==> src/rtl/psk8_sync_pkg.sv <==
package psk8_sync_pkg;

  // Width of one signed weight: holds -256..256
  localparam int TERM_W = 10;

  typedef struct packed {
    logic shiftEn;   // accept the offered symbol into the window
    logic decideEn;  // the sums now at the tree output belong to a full window
  } syncStrobe_t;

  function automatic logic signed [TERM_W-1:0] cosWeight(input logic [2:0] d);
    case (d)
      3'd0:    cosWeight = 10'sd256;
      3'd1:    cosWeight = 10'sd181;
      3'd2:    cosWeight = 10'sd0;
      3'd3:    cosWeight = -10'sd181;
      3'd4:    cosWeight = -10'sd256;
      3'd5:    cosWeight = -10'sd181;
      3'd6:    cosWeight = 10'sd0;
      default: cosWeight = 10'sd181;
    endcase
  endfunction

  function automatic logic signed [TERM_W-1:0] sinWeight(input logic [2:0] d);
    case (d)
      3'd0:    sinWeight = 10'sd0;
      3'd1:    sinWeight = 10'sd181;
      3'd2:    sinWeight = 10'sd256;
      3'd3:    sinWeight = 10'sd181;
      3'd4:    sinWeight = 10'sd0;
      3'd5:    sinWeight = -10'sd181;
      3'd6:    sinWeight = -10'sd256;
      default: sinWeight = -10'sd181;
    endcase
  endfunction

endpackage

==> src/rtl/psk8_sync_window.sv <==
module psk8_sync_window
  import psk8_sync_pkg::*;
#(
  parameter int N = 32,
  parameter logic [N-1:0] HDR = '0
) (
  input  logic                     clk,
  input  logic                     rst,
  input  logic                     shiftEn,
  input  logic [2:0]               symPhase,
  output logic signed [TERM_W-1:0] termRe [N],
  output logic signed [TERM_W-1:0] termIm [N]
);

  // win[0] is the newest accepted symbol, win[N-1] the oldest
  logic [2:0] win [N];

  always_ff @(posedge clk) begin
    if (rst) begin
      win <= '{default: 3'd0};
    end else if (shiftEn) begin
      win[0] <= symPhase;
      for (int k = 1; k < N; k++) win[k] <= win[k-1];
    end
  end

  // Header bit i meets the i-th oldest symbol of the window
  for (genvar i = 0; i < N; i++) begin : g_tap
    localparam logic [2:0] REF_PH = HDR[i] ? 3'd4 : 3'd0;
    logic [2:0] diff;
    assign diff = win[N-1-i] - REF_PH;

    always_ff @(posedge clk) begin
      if (rst) begin
        termRe[i] <= '0;
        termIm[i] <= '0;
      end else begin
        termRe[i] <= cosWeight(diff);
        termIm[i] <= sinWeight(diff);
      end
    end
  end

endmodule

==> src/rtl/psk8_sync_tree.sv <==
module psk8_sync_tree #(
  parameter int N     = 32,
  parameter int IN_W  = 10,
  parameter int OUT_W = 16
) (
  input  logic                    clk,
  input  logic                    rst,
  input  logic signed [IN_W-1:0]  leaf [N],
  output logic signed [OUT_W-1:0] sum
);

  localparam int LV = $clog2(N);
  localparam int NP = 1 << LV;

  // One registered pairwise-add level per stage, leaves padded to a power of two
  for (genvar l = 0; l <= LV; l++) begin : g_lvl
    logic signed [OUT_W-1:0] node [NP >> l];

    if (l == 0) begin : g_leaf
      for (genvar j = 0; j < NP; j++) begin : g_j
        if (j < N) begin : g_real
          assign node[j] = {{(OUT_W-IN_W){leaf[j][IN_W-1]}}, leaf[j]};
        end else begin : g_pad
          assign node[j] = '0;
        end
      end
    end else begin : g_add
      always_ff @(posedge clk) begin
        if (rst) begin
          node <= '{default: '0};
        end else begin
          for (int j = 0; j < (NP >> l); j++)
            node[j] <= g_lvl[l-1].node[2*j] + g_lvl[l-1].node[2*j+1];
        end
      end
    end
  end

  assign sum = g_lvl[LV].node[0];

endmodule

==> src/rtl/psk8_sync_decide.sv <==
module psk8_sync_decide #(
  parameter int SUM_W = 16,
  parameter int THR_W = 15
) (
  input  logic signed [SUM_W-1:0] sumRe,
  input  logic signed [SUM_W-1:0] sumIm,
  input  logic [THR_W-1:0]        thrEven,
  input  logic [THR_W-1:0]        thrOdd,
  output logic                    hit,
  output logic [2:0]              lVal
);

  logic             negRe, negIm;
  logic [SUM_W-1:0] magRe, magIm, limEven, limOdd;
  logic             overRe, overIm, diagHit;

  assign negRe   = sumRe[SUM_W-1];
  assign negIm   = sumIm[SUM_W-1];
  assign magRe   = negRe ? SUM_W'(-sumRe) : SUM_W'(sumRe);
  assign magIm   = negIm ? SUM_W'(-sumIm) : SUM_W'(sumIm);
  assign limEven = SUM_W'(thrEven);
  assign limOdd  = SUM_W'(thrOdd);

  assign overRe  = magRe > limEven;
  assign overIm  = magIm > limEven;
  assign diagHit = (magRe > limOdd) && (magIm > limOdd);
  assign hit     = diagHit || overRe || overIm;

  always_comb begin
    if (diagHit) begin
      case ({negRe, negIm})
        2'b00:   lVal = 3'd1;
        2'b10:   lVal = 3'd3;
        2'b11:   lVal = 3'd5;
        default: lVal = 3'd7;
      endcase
    end else if (overRe) begin
      lVal = negRe ? 3'd4 : 3'd0;
    end else begin
      lVal = negIm ? 3'd6 : 3'd2;
    end
  end

endmodule

==> src/rtl/psk8_sync_dp.sv <==
module psk8_sync_dp
  import psk8_sync_pkg::*;
#(
  parameter int N = 32,
  parameter logic [N-1:0] HDR = '0,
  parameter int SUM_W = 16,
  parameter int THR_W = 15
) (
  input  logic                    clk,
  input  logic                    rst,
  input  syncStrobe_t             strobe,
  input  logic [2:0]              symPhase,
  input  logic [THR_W-1:0]        thrEven,
  input  logic [THR_W-1:0]        thrOdd,
  output logic signed [SUM_W-1:0] sumRe,
  output logic signed [SUM_W-1:0] sumIm,
  output logic                    peakPulse,
  output logic [2:0]              ambIdx
);

  logic signed [TERM_W-1:0] termRe [N];
  logic signed [TERM_W-1:0] termIm [N];
  logic                     hit;
  logic [2:0]               lVal;

  psk8_sync_window #(.N(N), .HDR(HDR)) u_win (
    .clk(clk), .rst(rst), .shiftEn(strobe.shiftEn), .symPhase(symPhase),
    .termRe(termRe), .termIm(termIm)
  );

  psk8_sync_tree #(.N(N), .IN_W(TERM_W), .OUT_W(SUM_W)) u_treeRe (
    .clk(clk), .rst(rst), .leaf(termRe), .sum(sumRe)
  );

  psk8_sync_tree #(.N(N), .IN_W(TERM_W), .OUT_W(SUM_W)) u_treeIm (
    .clk(clk), .rst(rst), .leaf(termIm), .sum(sumIm)
  );

  psk8_sync_decide #(.SUM_W(SUM_W), .THR_W(THR_W)) u_dec (
    .sumRe(sumRe), .sumIm(sumIm), .thrEven(thrEven), .thrOdd(thrOdd),
    .hit(hit), .lVal(lVal)
  );

  always_ff @(posedge clk) begin
    if (rst) begin
      peakPulse <= 1'b0;
      ambIdx    <= 3'd0;
    end else begin
      peakPulse <= strobe.decideEn && hit;
      if (strobe.decideEn && hit) ambIdx <= lVal;
    end
  end

endmodule

==> src/rtl/psk8_sync_ctl.sv <==
module psk8_sync_ctl
  import psk8_sync_pkg::*;
#(
  parameter int N = 32
) (
  input  logic        clk,
  input  logic        rst,
  input  logic        symValid,
  output syncStrobe_t strobe
);

  localparam int LV    = $clog2(N);
  localparam int CNT_W = $clog2(N + 1);
  localparam int PIPE  = LV + 2;  // term stage + tree levels + window stage

  logic [CNT_W-1:0] fillCnt;
  logic [PIPE-1:0]  vPipe;

  always_ff @(posedge clk) begin
    if (rst) begin
      fillCnt <= '0;
      vPipe   <= '0;
    end else begin
      if (symValid && (fillCnt != CNT_W'(N))) fillCnt <= fillCnt + 1'b1;
      vPipe <= {vPipe[PIPE-2:0], symValid && (fillCnt >= CNT_W'(N - 1))};
    end
  end

  assign strobe.shiftEn  = symValid;
  assign strobe.decideEn = vPipe[PIPE-1];

endmodule

==> src/rtl/psk8_frame_sync.sv <==
module psk8_frame_sync
  import psk8_sync_pkg::*;
#(
  parameter int N = 32,
  parameter logic [N-1:0] HDR = 32'h2EC7CD21,
  localparam int LV    = $clog2(N),
  localparam int SUM_W = TERM_W + LV + 1,
  localparam int THR_W = SUM_W - 1
) (
  input  logic             clk,
  input  logic             rst,
  input  logic             symValid,
  input  logic [2:0]       symPhase,
  input  logic [THR_W-1:0] thrEven,
  input  logic [THR_W-1:0] thrOdd,
  output logic             peakPulse,
  output logic [2:0]       ambIdx
);

  syncStrobe_t             strobe;
  logic signed [SUM_W-1:0] sumRe, sumIm;
  logic                    decideEn;

  assign decideEn = strobe.decideEn;

  psk8_sync_ctl #(.N(N)) u_ctl (
    .clk(clk), .rst(rst), .symValid(symValid), .strobe(strobe)
  );

  psk8_sync_dp #(.N(N), .HDR(HDR), .SUM_W(SUM_W), .THR_W(THR_W)) u_dp (
    .clk(clk), .rst(rst), .strobe(strobe), .symPhase(symPhase),
    .thrEven(thrEven), .thrOdd(thrOdd), .sumRe(sumRe), .sumIm(sumIm),
    .peakPulse(peakPulse), .ambIdx(ambIdx)
  );

endmodule

==> config.mk <==
export PLATFORM = sky130hd
export DESIGN_NAME = psk8_frame_sync
export DESIGN_NICKNAME = d
export VERILOG_FILES = /design/src/rtl/psk8_sync_pkg.sv /design/src/rtl/psk8_sync_window.sv /design/src/rtl/psk8_sync_tree.sv /design/src/rtl/psk8_sync_decide.sv /design/src/rtl/psk8_sync_dp.sv /design/src/rtl/psk8_sync_ctl.sv /design/src/rtl/psk8_frame_sync.sv
export SDC_FILE = /design/constraint.sdc
export NUM_CORES = 2
export LEC_CHECK = 0
export CORE_MARGIN = 8
export CORE_UTILIZATION = 52
export DETAILED_ROUTE_END_ITERATION = 16
export HOLD_SLACK_MARGIN = 0.02
export PLACE_DENSITY = 0.64
export SYNTH_ARGS = -nofsm -noshare
export SYNTH_HDL_FRONTEND = slang
export SYNTH_SLANG_ARGS = --single-unit
==> constraint.sdc <==
create_clock -name clk -period 6 [get_ports clk]
set_input_delay 1.5 -clock clk [delete_from_list [all_inputs] [get_ports clk]]
set_output_delay 1.5 -clock clk [all_outputs]
set_load 0.01 [all_outputs]
Word level (Yosys, flattened, before mapping):

Cells that the tools add are included.

* flip-flop bits (word level): 1745
* bits of input ports: 36
* logic and storage cells: 681

* $add $sub $neg: 81
* order comparisons: 5
* eq/ne operators: 195
* multiplexer cells: 71
* reduce and logical (&&, ||, !) cells: 167

Operators by type and width (count)
* $pmux 10 s4: 64
* $add 16x16->16: 30
* $add 10x10->11: 32
* $eq 3x3->1 const B: 96
* $reduce_or 2->1: 128
* $eq 3x2->1 const B: 64
* $eq 3x1->1 const B: 32
* $logic_not 3->1: 32
* $gt 16x15->1: 4
* $sub 3x3->3 const B: 16
* $mux 16: 2
* $neg 16->16: 2
* $mux 3: 4
* $pmux 3 s3: 1
* $add 6x1->6 const B: 1
* $ge 6x5->1 const B: 1
* $ne 6x6->1 const B: 1
* $eq 2x2->1 const B: 2
* $logic_and 1x1->1: 4
* $logic_not 2->1: 1
* $logic_or 1x1->1: 2

Logic depth before layout (Yosys ltp):

* depth after elaboration: 7
* depth in mapped cells: 17

Hierarchy:

A second synthesis with hierarchy kept.

* cell total of the unflattened synthesis: 7632
* area total of the unflattened synthesis: 69744.4 um2

By module, submodules not included
* psk8_sync_tree at u_dp.u_treeIm: instances 1, cells an instance 2873, area an instance 25547.0 um2, seq. area each 8328.0 um2
* psk8_sync_tree at u_dp.u_treeRe: instances 1, cells an instance 2790, area an instance 25286.8 um2, seq. area each 8328.0 um2
* psk8_sync_window: instances 1, cells an instance 1608, area an instance 16021.6 um2, seq. area each 8328.0 um2
* psk8_sync_decide: instances 1, cells an instance 289, area an instance 2174.6 um2, seq. area each 0.0 um2
* psk8_sync_ctl: instances 1, cells an instance 57, area an instance 566.8 um2, seq. area each 260.2 um2
* psk8_sync_dp: instances 1, cells an instance 15, area an instance 147.6 um2, seq. area each 80.1 um2

Worst setup path before layout:

Ideal clock, no wire load.

* path kind: reg-to-reg
* start: reg u_dp.u_treeRe.g_lvl[5].node, in the netlist u_dp.u_treeRe.sum[3]
* end: reg u_dp.ambIdx[2]
* setup time: 96 ps
* data arrival time: 3575 ps
* required time: 5904 ps
* setup slack: 2330 ps
* stages on the path, launching flop included: 16
* period minus slack after synthesis: 3670 ps
* cells stage by stage: dfxtp_1 -> or3_4 -> or2_2 -> nor2_1 -> nand2_1 -> or2_2 -> o21ai_0 -> xnor2_1 -> ha_1 -> a211oi_1 -> nor2_1 -> or3_2 -> a21o_2 -> or2_2 -> o221a_2 -> o41ai_2

* longest elaborated chain between the ends: 7

RTL lines
* start, declared: RTL line psk8_sync_tree.sv:17 `logic signed [OUT_W-1:0] node [NP >> l];`
* start signal, assigned by index: RTL line psk8_sync_tree.sv:33 `node[j] <= g_lvl[l-1].node[2*j] + g_lvl[l-1].node[2*j+1];`
* $neg 16->16: RTL line psk8_sync_decide.sv:19 `assign magRe = negRe ? SUM_W'(-sumRe) : SUM_W'(sumRe);`
* $mux 16 (*): RTL line psk8_sync_decide.sv:19
* $gt 16x15->1: RTL line psk8_sync_decide.sv:26 `assign diagHit = (magRe > limOdd) && (magIm > limOdd);`
* $logic_and 1x1->1: RTL line psk8_sync_decide.sv:26
* $logic_or 1x1->1 (2 in series): RTL line psk8_sync_decide.sv:27 `assign hit = diagHit || overRe || overIm;`
* $logic_and 1x1->1: RTL line psk8_sync_dp.sv:50 `if (strobe.decideEn && hit) ambIdx <= lVal;`
* end signal, assigned: RTL line psk8_sync_dp.sv:50
* end, declared: RTL line psk8_sync_dp.sv:18 `output logic [2:0] ambIdx`

Every way passes the cells marked *; elsewhere a longest branch is shown, timed or not.
A chain may end at the register's enable or synchronous reset.

Worst setup path in the final report:

* start: reg u_dp.u_treeIm.g_lvl[5].node, in the netlist u_dp.u_treeIm.sum[3]
* end: reg u_dp.ambIdx[1]

* longest elaborated chain between the ends: 7

RTL lines
* start, declared: RTL line psk8_sync_tree.sv:17
* start signal, assigned by index: RTL line psk8_sync_tree.sv:33
* $neg 16->16: RTL line psk8_sync_decide.sv:20 `assign magIm = negIm ? SUM_W'(-sumIm) : SUM_W'(sumIm);`
* $mux 16 (*): RTL line psk8_sync_decide.sv:20
* $gt 16x15->1: RTL line psk8_sync_decide.sv:26
* $logic_and 1x1->1: RTL line psk8_sync_decide.sv:26
* $logic_or 1x1->1 (2 in series): RTL line psk8_sync_decide.sv:27
* $logic_and 1x1->1: RTL line psk8_sync_dp.sv:50

Marked as above.

==> results.toml <==
[power_and_ir_drop]
power.leakage_nw = 30.86
ir_drop_mv = 0.2573
power-per-cell-area_nw_per_um2 = 273.1

[global_route]
antenna_found_initial = 1
grt_pass1_vias = 42520
track_usage_pct = 19.42
grt_max_degree = 223
grt_pass1_wl_mm = 212.8
overflow = 0

[clock_network]
post_cts_resized = 0
cts-root-buf = "clkbuf_16"
cts_setup_buffers = 0
clock-sinks = 1265
numCtsBuffers = 140
clk_path_buf_depth = 3
clk_pin_slew_ns = 0.06
cts_tree = "yes"
cts_hold_buffers = 0
clock_latency_ns = 0.75
htree_levels = 4

[routing]
routed_wl_mm = 129.4
drt_iter0_drc = 2509
drt.antenna.violating_nets = 0
vias = 45070
first_pass_iters = 6
wl_per_cell_um = 15.34
drc = 0
avgViaCountPerCell = 5.342

[synthesis]
synth_common_cells = "dfxtp_1, nor2_1, ha_1, a21oi_1, inv_1"
ys_types = 66
synth_fp_nets = 7629
async_reset_ff_share_pct = 0
synth_enable_flop_cells = 0
ys_warn_count = 0
avgSynthCellArea_um2 = 8.972
synth.top_cells.by_area = "dfxtp_1, ha_1, nor2_1"
yosysTopAreaCell = "dfxtp_1"
synth_flop_cell = "dfxtp_1"
ys_seq_elements = 1265
ys_seq_area_share_pct = 40.98
synth.most_common_cell = "dfxtp_1"
netlist.area_leader.share_pct = 40.98
netlist_area_um2 = 61790
syn_inst = 6887

[sta]
tns_ns = 0
setup_viol = 0
final_max_slew_viol_count = 0
skew_ns = 0.02678
fin_crit_ns = 4.000
hold_viol_final = 0
rsz0062_at_grt = "no"
max_freq_mhz = 250.0
worst_slew_pin_slew_ns = 1.078
timing.final.crit_share_pct = 66.67
setup_ws_ns = 2.000
max_slew_margin_pct = 28.13

[critical_path]
critical_path.cell_chain = "or3_1 -> or3_1 -> o21ai_0 -> o21ai_0 -> xor2_1 -> ha_1 -> nand3_1 -> or4_1 -> a2bb2oi_1 -> o211ai_1 -> o31ai_2 -> o21a_2 -> a221oi_1"
cp_max_fo = 4
crit_required_ns = 6.58
r2r_setup_slack_ns = 2.00
r2r_start = "u_dp.u_treeIm.sum[3]"
crit_path_end_kind = "register"
worstPathArrival_ns = 4.58
startpoint_type = "register"
r2r-end = "u_dp.ambIdx[1]"
cpMaxStageDelayCell = "or4_1"
max_stage_delay_ns = 0.62
crit_type = "register to register"
r2r.worst_path.cells = 13

[floorplanning]
initial_core_util_pct = 52.40
die_y_um = 360.7
core_um2 = 117900
die-area_um2 = 130100
fp.dieW_um = 360.7
io_pins = 40
rows = 126

[finish]
seq_area_um2 = 25320
area_delta_synth_final_pct = 10.21
fill_cells = 10370
diodes = 0
multi_input_area_um2 = 33520
nNetsFinal = 7533
drive_above_1_share_pct = 4.680

[worst_hold_path]
holdPathEnd = "u_ctl.vPipe[6]"
min_path_cells = 1
hold_class = "register to register"
worstHoldStart = "u_ctl.vPipe[5]"

[placed_design]
dpl.hpwl_mm = 95.41
io_buffers = 39
pre_cts_ws_ns = 1.774
routabilityCongestion = 0.8569

[run]
maxCapViolations = 0

[run_status]
status = "finished clean"
[through the flow]
step / hold WS [ns] / total power [W] / instance area, um^2 / std cells / utilization, %
2_1_floorplan: 0.4138 / 0.009535 / 61790 / 6887 / -
4_1_cts: 0.4576 / 0.01882 / 68100 / 8437 / 57.75
5_1_grt: 0.4707 / 0.01931 / 68100 / 8437 / 57.75
3_5_place_dp: 0.4449 / 0.009803 / 63150 / 8185 / 53.55
3_3_place_gp: 0.4324 / 0.009800 / 63150 / 8185 / 53.55
6_report: 0.4532 / 0.01860 / 68100 / 8437 / 57.75
[layout by cell type, fill, tap and decap left out, types with 168 or more instances in the layout]
cell type  synthesis  routed
ha_1             644     644
mux2i_1          174     174
a21oi_1          494     494
dfxtp_1         1265    1265
inv_1            490     489
xnor2_1          168     168
nor2_1           998     998
nand2_1          214     214
nor2b_1          215     215
o21ai_0          302     302
nor3_1           222     222
xor2_1           195     195
[layout make-up]
cell class                 instances  area share, %
multi-input combinational       4842          49.22
clock buffer                     196          6.078
tap                             1536          2.822
inverter                         490          2.704
clock inverter                    56          1.191
sequential                      1265          37.19
timing repair buffer              52         0.7992
[cell families (layout without fill, tap and decap cells)]
group / Yosys count / count (layout) / share of synthesized area, %
AO/OA/AOI/OAI: 1449 / 1449 / 14.71
XOR/XNOR: 363 / 363 / 5.145
adder cells (fa/ha/maj): 706 / 706 / 15.05
buffers and inverters: 780 / 794 / 4.770
flip-flops: 1265 / 1265 / 40.98
multiplexers: 188 / 188 / 3.074
AND/OR/NAND/NOR: 2136 / 2136 / 16.27
[report_power, final]
part | internal [W] | leakage [nW] | switching (W)
registers | 0.00855 | 10.2 | 0.0000941
clock network | 0.00553 | 2.43 | 0.00345
logic | 0.000395 | 18.2 | 0.000587
total | 0.0145 | 30.9 | 0.00413
[how the worst max path moves through the flow]
stage,slack (ns),cells past startpoint,to,startpoint
after CTS,1.95,13,u_dp.ambIdx[1],u_dp.u_treeIm.sum[3]
after global routing,1.63,13,u_dp.ambIdx[1],u_dp.u_treeIm.sum[3]
after detailed placement,1.77,10,u_dp.ambIdx[1],thrEven[11]
after global placement,1.79,10,u_dp.ambIdx[1],thrEven[11]
final,2.00,13,u_dp.ambIdx[1],u_dp.u_treeIm.sum[3]
after floorplan,2.33,15,u_dp.ambIdx[2],u_dp.u_treeRe.sum[3]
[routing by layer]
layer | track usage, % | part of all wire, %
met1 | 27.50 | 50
met2 | 30.77 | 44
met3 | 2.860 | 3.8
met4 | 5.546 | 2.2
met5 | 0 | 0
[flip-flops by register name (all words and copies together) (netlist names)]
name	count
u_ctl.fillCnt	6
u_ctl.vPipe	7
u_dp.ambIdx	3
u_dp.peakPulse	1
u_dp.u_treeIm.g_lvl.node	400
u_dp.u_treeIm.sum	16
u_dp.u_treeRe.g_lvl.node	400
u_dp.u_treeRe.sum	16
u_dp.u_win.termIm	160
u_dp.u_win.termRe	160
u_dp.u_win.win	96
[critical path: cells and delay by family, from the launching register on]
family / cells / cell delay [ns]
AND/OR/NAND/NOR: 4 / 1.55
AO/OA/AOI/OAI: 7 / 1.44
flip-flops: 1 / 0.34
adder cells (fa/ha/maj): 1 / 0.32
XOR/XNOR: 1 / 0.21
(Power assumes the default switching activity.)
